===== src/rtl/tpo_pkg.sv =====
package tpo_pkg;
  localparam int DW = 8;
  localparam int AW = 2;
  localparam logic [AW-1:0] A_CTL = 2'd0;
  localparam logic [AW-1:0] A_ARM = 2'd1;
  localparam logic [AW-1:0] A_ICL = 2'd2;
  localparam int RST_TRIG_BIT = 4;
  localparam int BYP_BIT      = 6;
  localparam int ARM_BIT      = 7;
  localparam int ICL_TRIG_BIT = 7;
endpackage


===== src/rtl/tpo_timer.sv =====
module tpo_timer #(
  parameter int TICKS = 20
) (
  input  logic clk,
  input  logic rst,
  input  logic start,
  output logic busy,
  output logic pin_n
);
  localparam int CW = (TICKS < 2) ? 1 : $clog2(TICKS);

  logic [CW-1:0] cnt;

  always_ff @(posedge clk) begin
    if (rst) begin
      busy <= 1'b0;
      cnt  <= '0;
    end else if (busy) begin
      if (cnt == '0) busy <= 1'b0;
      else           cnt  <= cnt - 1'b1;
    end else if (start) begin
      busy <= 1'b1;
      cnt  <= CW'(TICKS - 1);
    end
  end

  assign pin_n = ~busy;

  AST_HOLD_LOW: assert property (@(posedge clk) disable iff (rst)
    (busy && cnt != '0) |=> busy);
  AST_END_AT_ZERO: assert property (@(posedge clk) disable iff (rst)
    $fell(busy) |-> $past(cnt) == '0);
  AST_NO_RESTART: assert property (@(posedge clk) disable iff (rst)
    (busy && start && cnt != '0) |=> cnt == $past(cnt) - 1'b1);
endmodule


===== src/rtl/tpo_regs.sv =====
module tpo_regs
  import tpo_pkg::*;
(
  input  logic          clk,
  input  logic          rst,
  input  logic          wr_en,
  input  logic [AW-1:0] addr,
  input  logic [DW-1:0] wr_data,
  output logic [DW-1:0] ctl_q,
  output logic [DW-1:0] arm_q,
  output logic [DW-1:0] icl_q
);
  localparam logic [DW-1:0] CTL_KEEP = ~(DW'(1) << RST_TRIG_BIT);
  localparam logic [DW-1:0] ICL_KEEP = ~(DW'(1) << ICL_TRIG_BIT);

  always_ff @(posedge clk) begin
    if (rst) begin
      ctl_q <= '0;
      arm_q <= '0;
      icl_q <= '0;
    end else if (wr_en) begin
      case (addr)
        A_CTL:   ctl_q <= wr_data & CTL_KEEP;
        A_ARM:   arm_q <= wr_data;
        A_ICL:   icl_q <= wr_data & ICL_KEEP;
        default: ;
      endcase
    end
  end

  AST_TRIG_NOT_STORED: assert property (@(posedge clk) disable iff (rst)
    !ctl_q[RST_TRIG_BIT] && !icl_q[ICL_TRIG_BIT]);
endmodule


===== src/rtl/tpo_top.sv =====
module tpo_top
  import tpo_pkg::*;
#(
  parameter int CLK_HZ   = 50_000_000,
  parameter int PULSE_MS = 20
) (
  input  logic          clk,
  input  logic          rst,
  input  logic          wr_en,
  input  logic [1:0]    addr,
  input  logic [7:0]    wr_data,
  output logic [7:0]    rd_data,
  output logic          rst_out_n,
  output logic          intr_clr_n,
  output logic          bypass_n
);
  localparam int TICKS = (CLK_HZ / 1000) * PULSE_MS;

  logic [DW-1:0] ctl_q, arm_q, icl_q;
  logic rst_req, rst_go, icl_go, rst_busy, icl_busy, pend;
  logic [DW-1:0] rd_next;

  tpo_regs u_regs (
    .clk(clk), .rst(rst), .wr_en(wr_en), .addr(addr), .wr_data(wr_data),
    .ctl_q(ctl_q), .arm_q(arm_q), .icl_q(icl_q)
  );

  assign rst_req = wr_en && addr == A_CTL && wr_data[RST_TRIG_BIT];
  assign rst_go  = rst_req && arm_q[ARM_BIT];
  assign icl_go  = wr_en && addr == A_ICL && wr_data[ICL_TRIG_BIT];

  tpo_timer #(.TICKS(TICKS)) u_rst_tmr (
    .clk(clk), .rst(rst), .start(rst_go), .busy(rst_busy), .pin_n(rst_out_n)
  );

  tpo_timer #(.TICKS(TICKS)) u_icl_tmr (
    .clk(clk), .rst(rst), .start(icl_go), .busy(icl_busy), .pin_n(intr_clr_n)
  );

  always_ff @(posedge clk) begin
    if (rst) pend <= 1'b0;
    else     pend <= rst_req && !arm_q[ARM_BIT] && !rst_busy;
  end

  always_comb begin
    rd_next = '0;
    case (addr)
      A_CTL: begin
        rd_next = ctl_q;
        rd_next[RST_TRIG_BIT] = rst_busy | pend;
      end
      A_ARM: rd_next = arm_q;
      A_ICL: begin
        rd_next = icl_q;
        rd_next[ICL_TRIG_BIT] = icl_busy;
      end
      default: rd_next = '0;
    endcase
  end

  always_ff @(posedge clk) begin
    if (rst) begin
      rd_data  <= '0;
      bypass_n <= 1'b1;
    end else begin
      rd_data  <= rd_next;
      bypass_n <= ~ctl_q[BYP_BIT];
    end
  end

  AST_ARM_GATE: assert property (@(posedge clk) disable iff (rst)
    $rose(rst_busy) |-> $past(arm_q[ARM_BIT]));
  AST_PEND_ONE_CYCLE: assert property (@(posedge clk) disable iff (rst)
    pend |=> !pend);
  AST_ICL_START: assert property (@(posedge clk) disable iff (rst)
    $fell(intr_clr_n) |-> $past(icl_go));
endmodule


===== config.mk =====
export PLATFORM = sky130hd
export DESIGN_NAME = tpo_top
export DESIGN_NICKNAME = d
export VERILOG_FILES = /design/src/rtl/tpo_pkg.sv /design/src/rtl/tpo_timer.sv /design/src/rtl/tpo_regs.sv /design/src/rtl/tpo_top.sv
export SDC_FILE = /design/constraint.sdc
export NUM_CORES = 1
export LEC_CHECK = 0
export BUFFER_PORTS_ARGS = -buffer_cell sky130_fd_sc_hd__buf_4
export CORE_UTILIZATION = 40
export CTS_BUF_LIST = sky130_fd_sc_hd__clkbuf_2 sky130_fd_sc_hd__clkbuf_4 sky130_fd_sc_hd__clkbuf_8
export CTS_CLUSTER_SIZE = 30
export DETAILED_ROUTE_END_ITERATION = 10
export SLEW_MARGIN = 10
export SYNTH_ARGS = -nofsm -noshare
export SYNTH_HDL_FRONTEND = slang
export SYNTH_SLANG_ARGS = --single-unit

===== constraint.sdc =====
create_clock -name clk -period 3 [get_ports clk]
set_input_delay 0.6 -clock clk [delete_from_list [all_inputs] [get_ports clk]]
set_output_delay 0.6 -clock clk [all_outputs]
set_load 0.02 [all_outputs]

==> results of run 1 <==
registers in the layout, indices dropped and copies added, names as in the netlist:
signal and cells:
u_icl_tmr.cnt 20, u_rst_tmr.cnt 20, rd_data 8, u_regs.arm_q 8, u_regs.ctl_q 7, u_regs.icl_q 7
bypass_n 1, pend 1, u_icl_tmr.busy 1, u_rst_tmr.busy 1
worst max-delay path, cell delays in order (launching register included):
cell and delay [ps]:
dfxtp_1 360, or4_1 620, or4_4 650, o21a_1 330, a211oi_2 290, a311oi_2 70
power by group through the flow:
| stage | logic (mW) | registers (mW) | clock network (mW) |
|---|---|---|---|
| after global routing | 0.264 | 1.04 | 0.762 |
| after detailed placement | 0.239 | 1.06 | 0 |
| after CTS | 0.240 | 1.04 | 0.715 |
| final | 0.239 | 1.04 | 0.692 |
| after floorplan | 0.191 | 1.05 | 0 |
| after global placement | 0.235 | 1.06 | 0 |
cell usage after synthesis, types with 3 or more instances:
master / number / area [um2]
o21a_1: 4 / 30.03
o31ai_1: 6 / 45.04
a21oi_1: 32 / 160.2
mux2i_1: 21 / 210.2
inv_1: 8 / 30.03
a311oi_1: 8 / 70.07
clkbuf_1: 17 / 63.81
or3_1: 8 / 50.05
or2_2: 5 / 31.28
dfxtp_1: 74 / 1481
o211ai_1: 3 / 22.52
o21ai_0: 10 / 50.05
a211oi_1: 6 / 45.04
o41ai_1: 3 / 26.28
nand3_1: 13 / 65.06
nor3_1: 17 / 85.08
a31oi_1: 13 / 81.33
xor2_1: 5 / 43.79
nor2_1: 57 / 214.0
or4_1: 13 / 97.59
ha_1: 4 / 50.05
nand2_1: 16 / 60.06
nand2b_1: 4 / 25.02
per-layer routing:
| layer | up-vias | wire length [um] | global-route usage [%] |
|---|---|---|---|
| met2 | 72 | 3407 | 27.40 |
| met3 | 11 | 396 | 3.907 |
| met5 | - | 0 | 0 |
| li1 | 1484 | - | - |
| met4 | 0 | 121 | 7.955 |
| met1 | 1370 | 3626 | 24.38 |
cell type report:
class / instances / area share (%)
Inverter: 8 / 0.7739
Clock inverter: 6 / 1.096
Multi-Input combinational cell: 287 / 47.76
Tap cell: 105 / 3.386
Clock buffer: 10 / 3.386
Timing Repair Buffer: 28 / 5.418
Sequential cell: 74 / 38.18
cell families (layout without fill, tap and decap cells):
group	count (synthesis)	in the layout	synth area share (%)
DFF	74	74	42.77
xor gates and xnor gates	6	6	1.517
buffers and inverters	31	52	3.866
muxes	21	21	6.069
AOI/OAI and AO/OA	100	100	20.27
and+or+nand+nor	156	156	24.06
adders and majority gates	4	4	1.445
path summary, 6_finish.rpt:
path | from | endpoint | slack (ps) | cells after the start
hold reg to reg | u_regs.ctl_q[6] | bypass_n | 440 | 1
hold / removal | u_regs.ctl_q[6] | bypass_n | 440 | 1
setup reg to reg | u_icl_tmr.cnt[10] | u_icl_tmr.cnt[2] | 540 | 5
setup / recovery | u_icl_tmr.cnt[10] | u_icl_tmr.cnt[2] | 540 | 5
through the flow:
step                      cells  hold slack (ps)
after detailed placement    502            427.6
after global placement      502            424.1
after global routing        518            455.4
final                       518            436.6
after CTS                   518            451.8
after floorplan             392            382.0
==> results.txt, run 1 <==
Final Instance Area = 3880 um2
Overflow after GRT = 0
# resized after CTS = 0
later-pin clock latency in the skew report = 350 ps
full die area = 9035 um2
Post-Syn Area per Cell = 8.835 um2
critical path startpoint category = register
f_max = 0.4064 GHz
Clk pin slew, worst setup/hold paths = 80 ps
WL final = 7552 um
setup_tns = 0 ps
max cap viols = 0
# diodes = 0
arrival time worst endpoint = 2670 ps
CTS max path bufs = 2
final-report max-slew violation count = 0
EDFF count, synth = 0
CTS root buffer = clkbuf_8
initial drt markers = 212
final core occ = 46.75%
I/O Pins = 24
Worst Path Max Fanout = 9
layout cells sized above 1 = 15.74%
placed cell area = 3706 um2
Clock power frac = 35.2%
post-synthesis cell type count = 57
die height = 95.05 um
first-pass GRT wire length = 12590 um
DRT antenna net count = 0
Via Count = 2937
Placement Rows = 33
final setup violation count = 0
FF/Latch Area = 1481 um2
initial antenna violation count = 0
clock skew = 15.16 ps
sw frac = 28.13%
layout overhead on the synthesized area = 12.03%
DP Worst Slack = 553.1 ps
Initial Util = 41.73%
CTS tree = yes
Synth Instances = 392
DRT Pass-1 Iters = 4
fin crit share = 82.02%
most common cell after layout, fill and taps aside = dfxtp_1
worst vdd ir = 0.0002555 V
syn nets = 409
postcts setup bufs = 0
post-DP HPWL = 4997 um
post-synthesis sequential area ratio = 42.77%
number of global-route vias before repair = 2598
hold_buf cts = 0
Synth async-reset ratio = 0%
Clock Sinks = 74
count of state elements after synthesis = 74
mapped cell area = 3463 um2
Static Leak = 1.454 nW
Min-Delay Path Class = register to register
CP Data Required Time = 3210 ps
H-tree Lvls = 3
wire per inst = 14.58 um
Sequential Power Share = 52.7%
die width = 95.05 um
placer congestion estimate = 0.7887
Gate power share = 12.1%
most frequent cells in the layout = dfxtp_1 (74), nor2_1 (57), a21oi_1 (32)
final hold violation count = 0
core area = 8299 um2
Synth Warn # = 0
Slew headroom = 43.54%
total power draw = 1.968 mW
FILL cells = 780
RSZ-0062 raised after global routing = no
CTS buffer count = 9
largest net degree at the start of global routing = 71
Sw Pwr = 0.5537 mW
PortBufs = 23
nets = 425
Int Pwr = 1.415 mW
Crit Path Class = register to register
top_reg_cell synth = dfxtp_1
GRT Util Overall = 18.00%
actual slew at the worst max-slew pin = 843.0 ps
vias per cell = 5.670
DR DRC count = 0
clock period minus worst slack = 2461 ps
Multi-input gate area = 1853 um2
Final WS setup = 539.4 ps
Critical Path Sink Type = register
PwrDens = 507.3 nW/um2
outcome = complete, no violations
(Power assumes the default switching activity.)
==> run 2, diff against run 1 <==
Settings changed: ABC_AREA set to 1.
Clock period 3 ns to 2.27 ns, I/O delays scaled along.
==> run 2 against run 1 <==
  * Fmax grew 31%
  * Final cell count grew 47%
  * Sequential cell count is the same
  * Area after synthesis grew 13%
  * Worst hold slack lost 98 ps
  * Combinational power grew 130%
  * Clock skew shrank 6.7 ps
==> results.txt, run 2 <==
Overflow after GRT = 0
critical path startpoint category = register
Synth Instances = 602
Min-Delay Path Class = primary input to register
clock skew = 8.477 ps
placed cell area = 4208 um2
post-DP HPWL = 6713 um
most common cell after layout, fill and taps aside = nand2_1
Initial Util = 41.74%
layout overhead on the synthesized area = 13.92%
Critical Path Sink Type = register
DRT antenna net count = 0
WL final = 9566 um
Int Pwr = 2.285 mW
most frequent cells in the layout = nand2_1 (154), nor2_1 (104), dfxtp_1 (74)
total power draw = 3.222 mW
Slew headroom = 69.28%
largest net degree at the start of global routing = 41
fin crit share = 82.95%
postcts setup bufs = 0
EDFF count, synth = 0
die height = 100.9 um
Via Count = 3856
GRT Util Overall = 20.30%
Placement Rows = 35
Multi-input gate area = 2083 um2
# resized after CTS = 0
Sequential Power Share = 43.0%
max incr delay on CP = 320 ps
hold_buf cts = 0
final hold violation count = 0
CTS buffer count = 9
initial drt markers = 177
outcome = complete, no violations
PortBufs = 23
number of global-route vias before repair = 3618
arrival time worst endpoint = 2170 ps
max cap viols = 0
final core occ = 47.54%
worst vdd ir = 0.0003529 V
H-tree Lvls = 3
wire per inst = 12.57 um
placed cells = 745
CP Data Required Time = 2560 ps
final-report max-slew violation count = 0
Crit Path Class = register to register
Static Leak = 2.104 nW
top_reg_cell synth = dfxtp_1
worst path buffer plus inverter count = 3
CTS tree = yes
later-pin clock latency in the skew report = 350 ps
Worst Path Max Fanout = 8
vias per cell = 5.067
largest cells by area after synthesis = dfxtp_1 (38%), nand2_1 (15%), nor2_1 (10%)
actual slew at the worst max-slew pin = 460.8 ps
most frequent cells after synthesis = nand2_1 (154), nor2_1 (104), dfxtp_1 (74)
DRT Pass-1 Iters = 5
FF/Latch Area = 1481 um2
FILL cells = 998
Clk pin slew, worst setup/hold paths = 90 ps
Synth Warn # = 0
RSZ-0062 raised after global routing = no
Top cell by count, worst path = inv_1
first-pass GRT wire length = 16500 um
f_max = 0.5311 GHz
Clock power frac = 39.8%
mapped cell area = 3911 um2
PwrDens = 723.2 nW/um2
Synth area leader = dfxtp_1
die width = 100.9 um
count of state elements after synthesis = 74
core area = 9371 um2
placer congestion estimate = 0.8689
CTS max path bufs = 2
Gate power share = 17.2%
Final Instance Area = 4456 um2
full die area = 10180 um2
initial antenna violation count = 0
layout cells sized above 1 = 12.18%
Post-Syn Area per Cell = 6.497 um2
Sw Pwr = 0.9372 mW
post-synthesis sequential area ratio = 37.88%
biggest regs = u_icl_tmr.cnt (20), u_rst_tmr.cnt (20)
final setup violation count = 0
syn nets = 619
Critical-path top delay cell = dfxtp_1
top-area cell type share of the netlist area = 37.88%
clock period minus worst slack = 1883 ps
CTS root buffer = clkbuf_8
I/O Pins = 24
nets = 644
CP cell instances = inv_1 > ha_1 > nand2_1 > nor2_2 > inv_1 > nor2_1 > inv_1 > o21bai_2 > nand2_1 > nor2_1
DR DRC count = 0
count leader, synth = nand2_1
setup_tns = 0 ps
CP top delay family = simple AND/OR/NAND/NOR gates
Layout Cells excl Fill = 761
sw frac = 29.09%
Synth async-reset ratio = 0%
post-synthesis cell type count = 33
# diodes = 0
Clock Sinks = 74
run 2: cells by family after synthesis:
logic type / after synthesis / synth area share, %
AOI/OAI and AO/OA: 75 / 10.49
xor gates and xnor gates: 4 / 0.8959
adders and majority gates: 4 / 1.280
buffers and inverters: 81 / 8.861
DFF: 74 / 37.88
and+or+nand+nor: 364 / 40.59
run 2: path summary, 6_finish.rpt:
kind              cells after the start        startpoint           endpoint  slack [ps]
setup / recovery                     10  u_rst_tmr.cnt[0]  u_rst_tmr.cnt[10]         390
hold reg to reg                       1   u_regs.ctl_q[6]           bypass_n         430
hold / removal                        3        wr_data[5]    u_regs.icl_q[5]         340
setup reg to reg                     10  u_rst_tmr.cnt[0]  u_rst_tmr.cnt[10]         390
run 2: through the flow:
step | worst slack [ps] | hold slack, ps
2_1_floorplan | 788.0 | 376.3
3_3_place_gp | 439.1 | 403.9
3_5_place_dp | 378.7 | 399.4
4_1_cts | 418.3 | 329.2
5_1_grt | 207.2 | 350.5
6_report | 387.1 | 338.6
run 2: layout make-up:
type / instances / area share (%)
clock buffers: 9 / 2.780
clock inverters: 7 / 2.780
inverters: 62 / 5.251
multi-input cells: 447 / 46.76
flip-flops and latches: 74 / 33.25
well taps: 129 / 3.623
repair buffers: 33 / 5.560
run 2: per-layer routing:
metal | vias to the layer above | part of all wire, % | GRT usage, %
li1 | 1973 | - | -
met1 | 1769 | 49 | 26.55
met2 | 100 | 46 | 33.93
met3 | 14 | 4.3 | 2.843
met4 | 0 | 1.6 | 7.581
met5 | - | 0 | 0
run 2: power groups by stage:
stage	clock [mW]	sequential (mW)	combinational (mW)
floorplan	0	1.41	0.418
global placement	0	1.41	0.541
detailed placement	0	1.41	0.550
CTS	1.31	1.38	0.553
global route	1.37	1.39	0.635
finish	1.28	1.38	0.555
run 2: tightest hold or removal path, delay by kind of cell:
| family | cells | cell delay (ps) |
|---|---|---|
| simple gates | 2 | 120 |
| buf+inv | 1 | 90 |
==> run 3, diff against run 2 <==
Settings changed: ABC_AREA 1 to 0.
Clock period 2.27 ns to 1.7 ns, I/O delays scaled along.
==> run 3 against run 2 <==
  * The flow now finishes with violations (negative setup slack)
  * Via count fell by 9.9%
  * Cell area rose by 17%
  * Non-clock buffer count rose by 101
  * Combinational power rose by 43%
  * Sequential cell count did not move
  * Register-to-register slack got worse by 920 ps
==> results.txt, run 3 (synthesis gave the netlist of run 1 again) <==
later-pin clock latency in the skew report = 360 ps
Multi-input gate area = 2207 um2
arrival time worst endpoint = 2440 ps
total power draw = 4.317 mW
full die area = 9035 um2
Worst Path Max Fanout = 9
final setup violation count = 42
CTS buffer count = 9
H-tree Lvls = 3
first-pass GRT wire length = 15680 um
final hold violation count = 0
Initial Util = 41.73%
Via Count = 3476
core area = 8299 um2
initial drt markers = 122
number of global-route vias before repair = 3341
initial antenna violation count = 0
violations in the final reports = negative setup slack
final-report max-slew violation count = 0
Final WS setup = -533.4 ps
most frequent cells in the layout = buf_4 (112), dfxtp_1 (65), nor2_1 (57)
DRT antenna net count = 0
PwrDens = 827.5 nW/um2
biggest regs = u_icl_tmr.cnt (20), u_rst_tmr.cnt (20)
layout cells sized above 1 = 43.57%
hold_buf cts = 0
clock period minus worst slack = 2233 ps
Min-Delay Path Class = primary input to register
GRT Util Overall = 22.47%
wire per inst = 16.04 um
critical path startpoint category = register
FF/Latch Area = 1495 um2
outcome = complete, but fails checks
CTS root buffer = clkbuf_8
most common cell after layout, fill and taps aside = buf_4
Top cell by count, worst path = or4_4
CP cell instances = or4_4 > or4_4 > o21a_2 > a211oi_2 > a311oi_2
worst vdd ir = 0.0004969 V
worst path buffer plus inverter count = 0
CTS max path bufs = 2
die width = 95.05 um
clock skew = 16.46 ps
f_max = 0.4478 GHz
placer congestion estimate = 0.7522
Overflow after GRT = 0
max cap viols = 0
I/O Pins = 24
CP top delay family = simple AND/OR/NAND/NOR gates
FILL cells = 702
post-DP HPWL = 6364 um
WL final = 10040 um
CTS tree = yes
placed cell area = 4466 um2
CP Data Required Time = 1910 ps
Critical Path Sink Type = register
DP Worst Slack = -588.9 ps
layout overhead on the synthesized area = 50.65%
Placement Rows = 33
Static Leak = 2.099 nW
# diodes = 0
Crit Path Class = register to register
Slew headroom = 59.88%
setup_tns = -15060 ps
RSZ-0062 raised after global routing = yes
max incr delay on CP = 620 ps
largest net degree at the start of global routing = 55
vias per cell = 5.553
Clock Sinks = 74
Final Instance Area = 5218 um2
DR DRC count = 0
PortBufs = 23
actual slew at the worst max-slew pin = 601.8 ps
Critical-path top delay cell = or4_4
nets = 533
fin crit share = 131.4%
final core occ = 62.87%
die height = 95.05 um
Clk pin slew, worst setup/hold paths = 90 ps
DRT Pass-1 Iters = 5
==> run 3: final timing paths <==
kind / slack [ps] / end / cells past startpoint / start
max: -530 / u_icl_tmr.cnt[3] / 5 / u_icl_tmr.cnt[5]
max reg2reg: -530 / u_icl_tmr.cnt[3] / 5 / u_icl_tmr.cnt[5]
min: 240 / u_regs.ctl_q[1] / 3 / wr_data[1]
min reg2reg: 420 / bypass_n / 1 / u_regs.ctl_q[6]
==> run 3: worst register-to-register path: cells and delay by family (launching register included) <==
| family | cells | cell delay (ps) |
|---|---|---|
| flops | 1 | 320 |
| compound gates | 3 | 600 |
| simple gates | 2 | 1160 |
==> run 3: cell type report <==
type                            instances  share of cell area (%)
Multi-Input combinational cell        289                   42.30
Sequential cell                        74                   28.66
Timing Repair Buffer                  134                   21.03
Tap cell                              105                   2.518
Clock buffer                            9                   2.374
Clock inverter                          7                   2.374
Inverter                                8                  0.7434
==> run 3: routing by layer <==
metal	wire (um)	global-route usage (%)	share of wire, %
met2	5118	38.97	51
met4	147	8.586	1.5
met5	0	0	0
met1	4398	27.22	44
met3	373	4.545	3.7
==> run 3: through the flow <==
stage          hold slack, ps  cells
4_1_cts                 226.8    619
3_5_place_dp            402.8    587
2_1_floorplan           382.0    392
6_report                238.4    626
5_1_grt                 240.5    626
3_3_place_gp            394.6    587
==> run 3: where the power goes <==
group	internal, mW	switching (mW)	leakage [nW]	total [mW]
clock network	0.987	0.723	0.120	1.71
logic	0.389	0.404	1.37	0.792
registers	1.78	0.0311	0.604	1.81
==> run 3: timing repair <==
action,4_1_cts,5_1_grt
resized for setup,34,46
endpoints found under the hold margin,0,0
gates cloned,2,0
endpoints found under the setup margin,43,43
buffers inserted,14,9
pin swaps,20,28
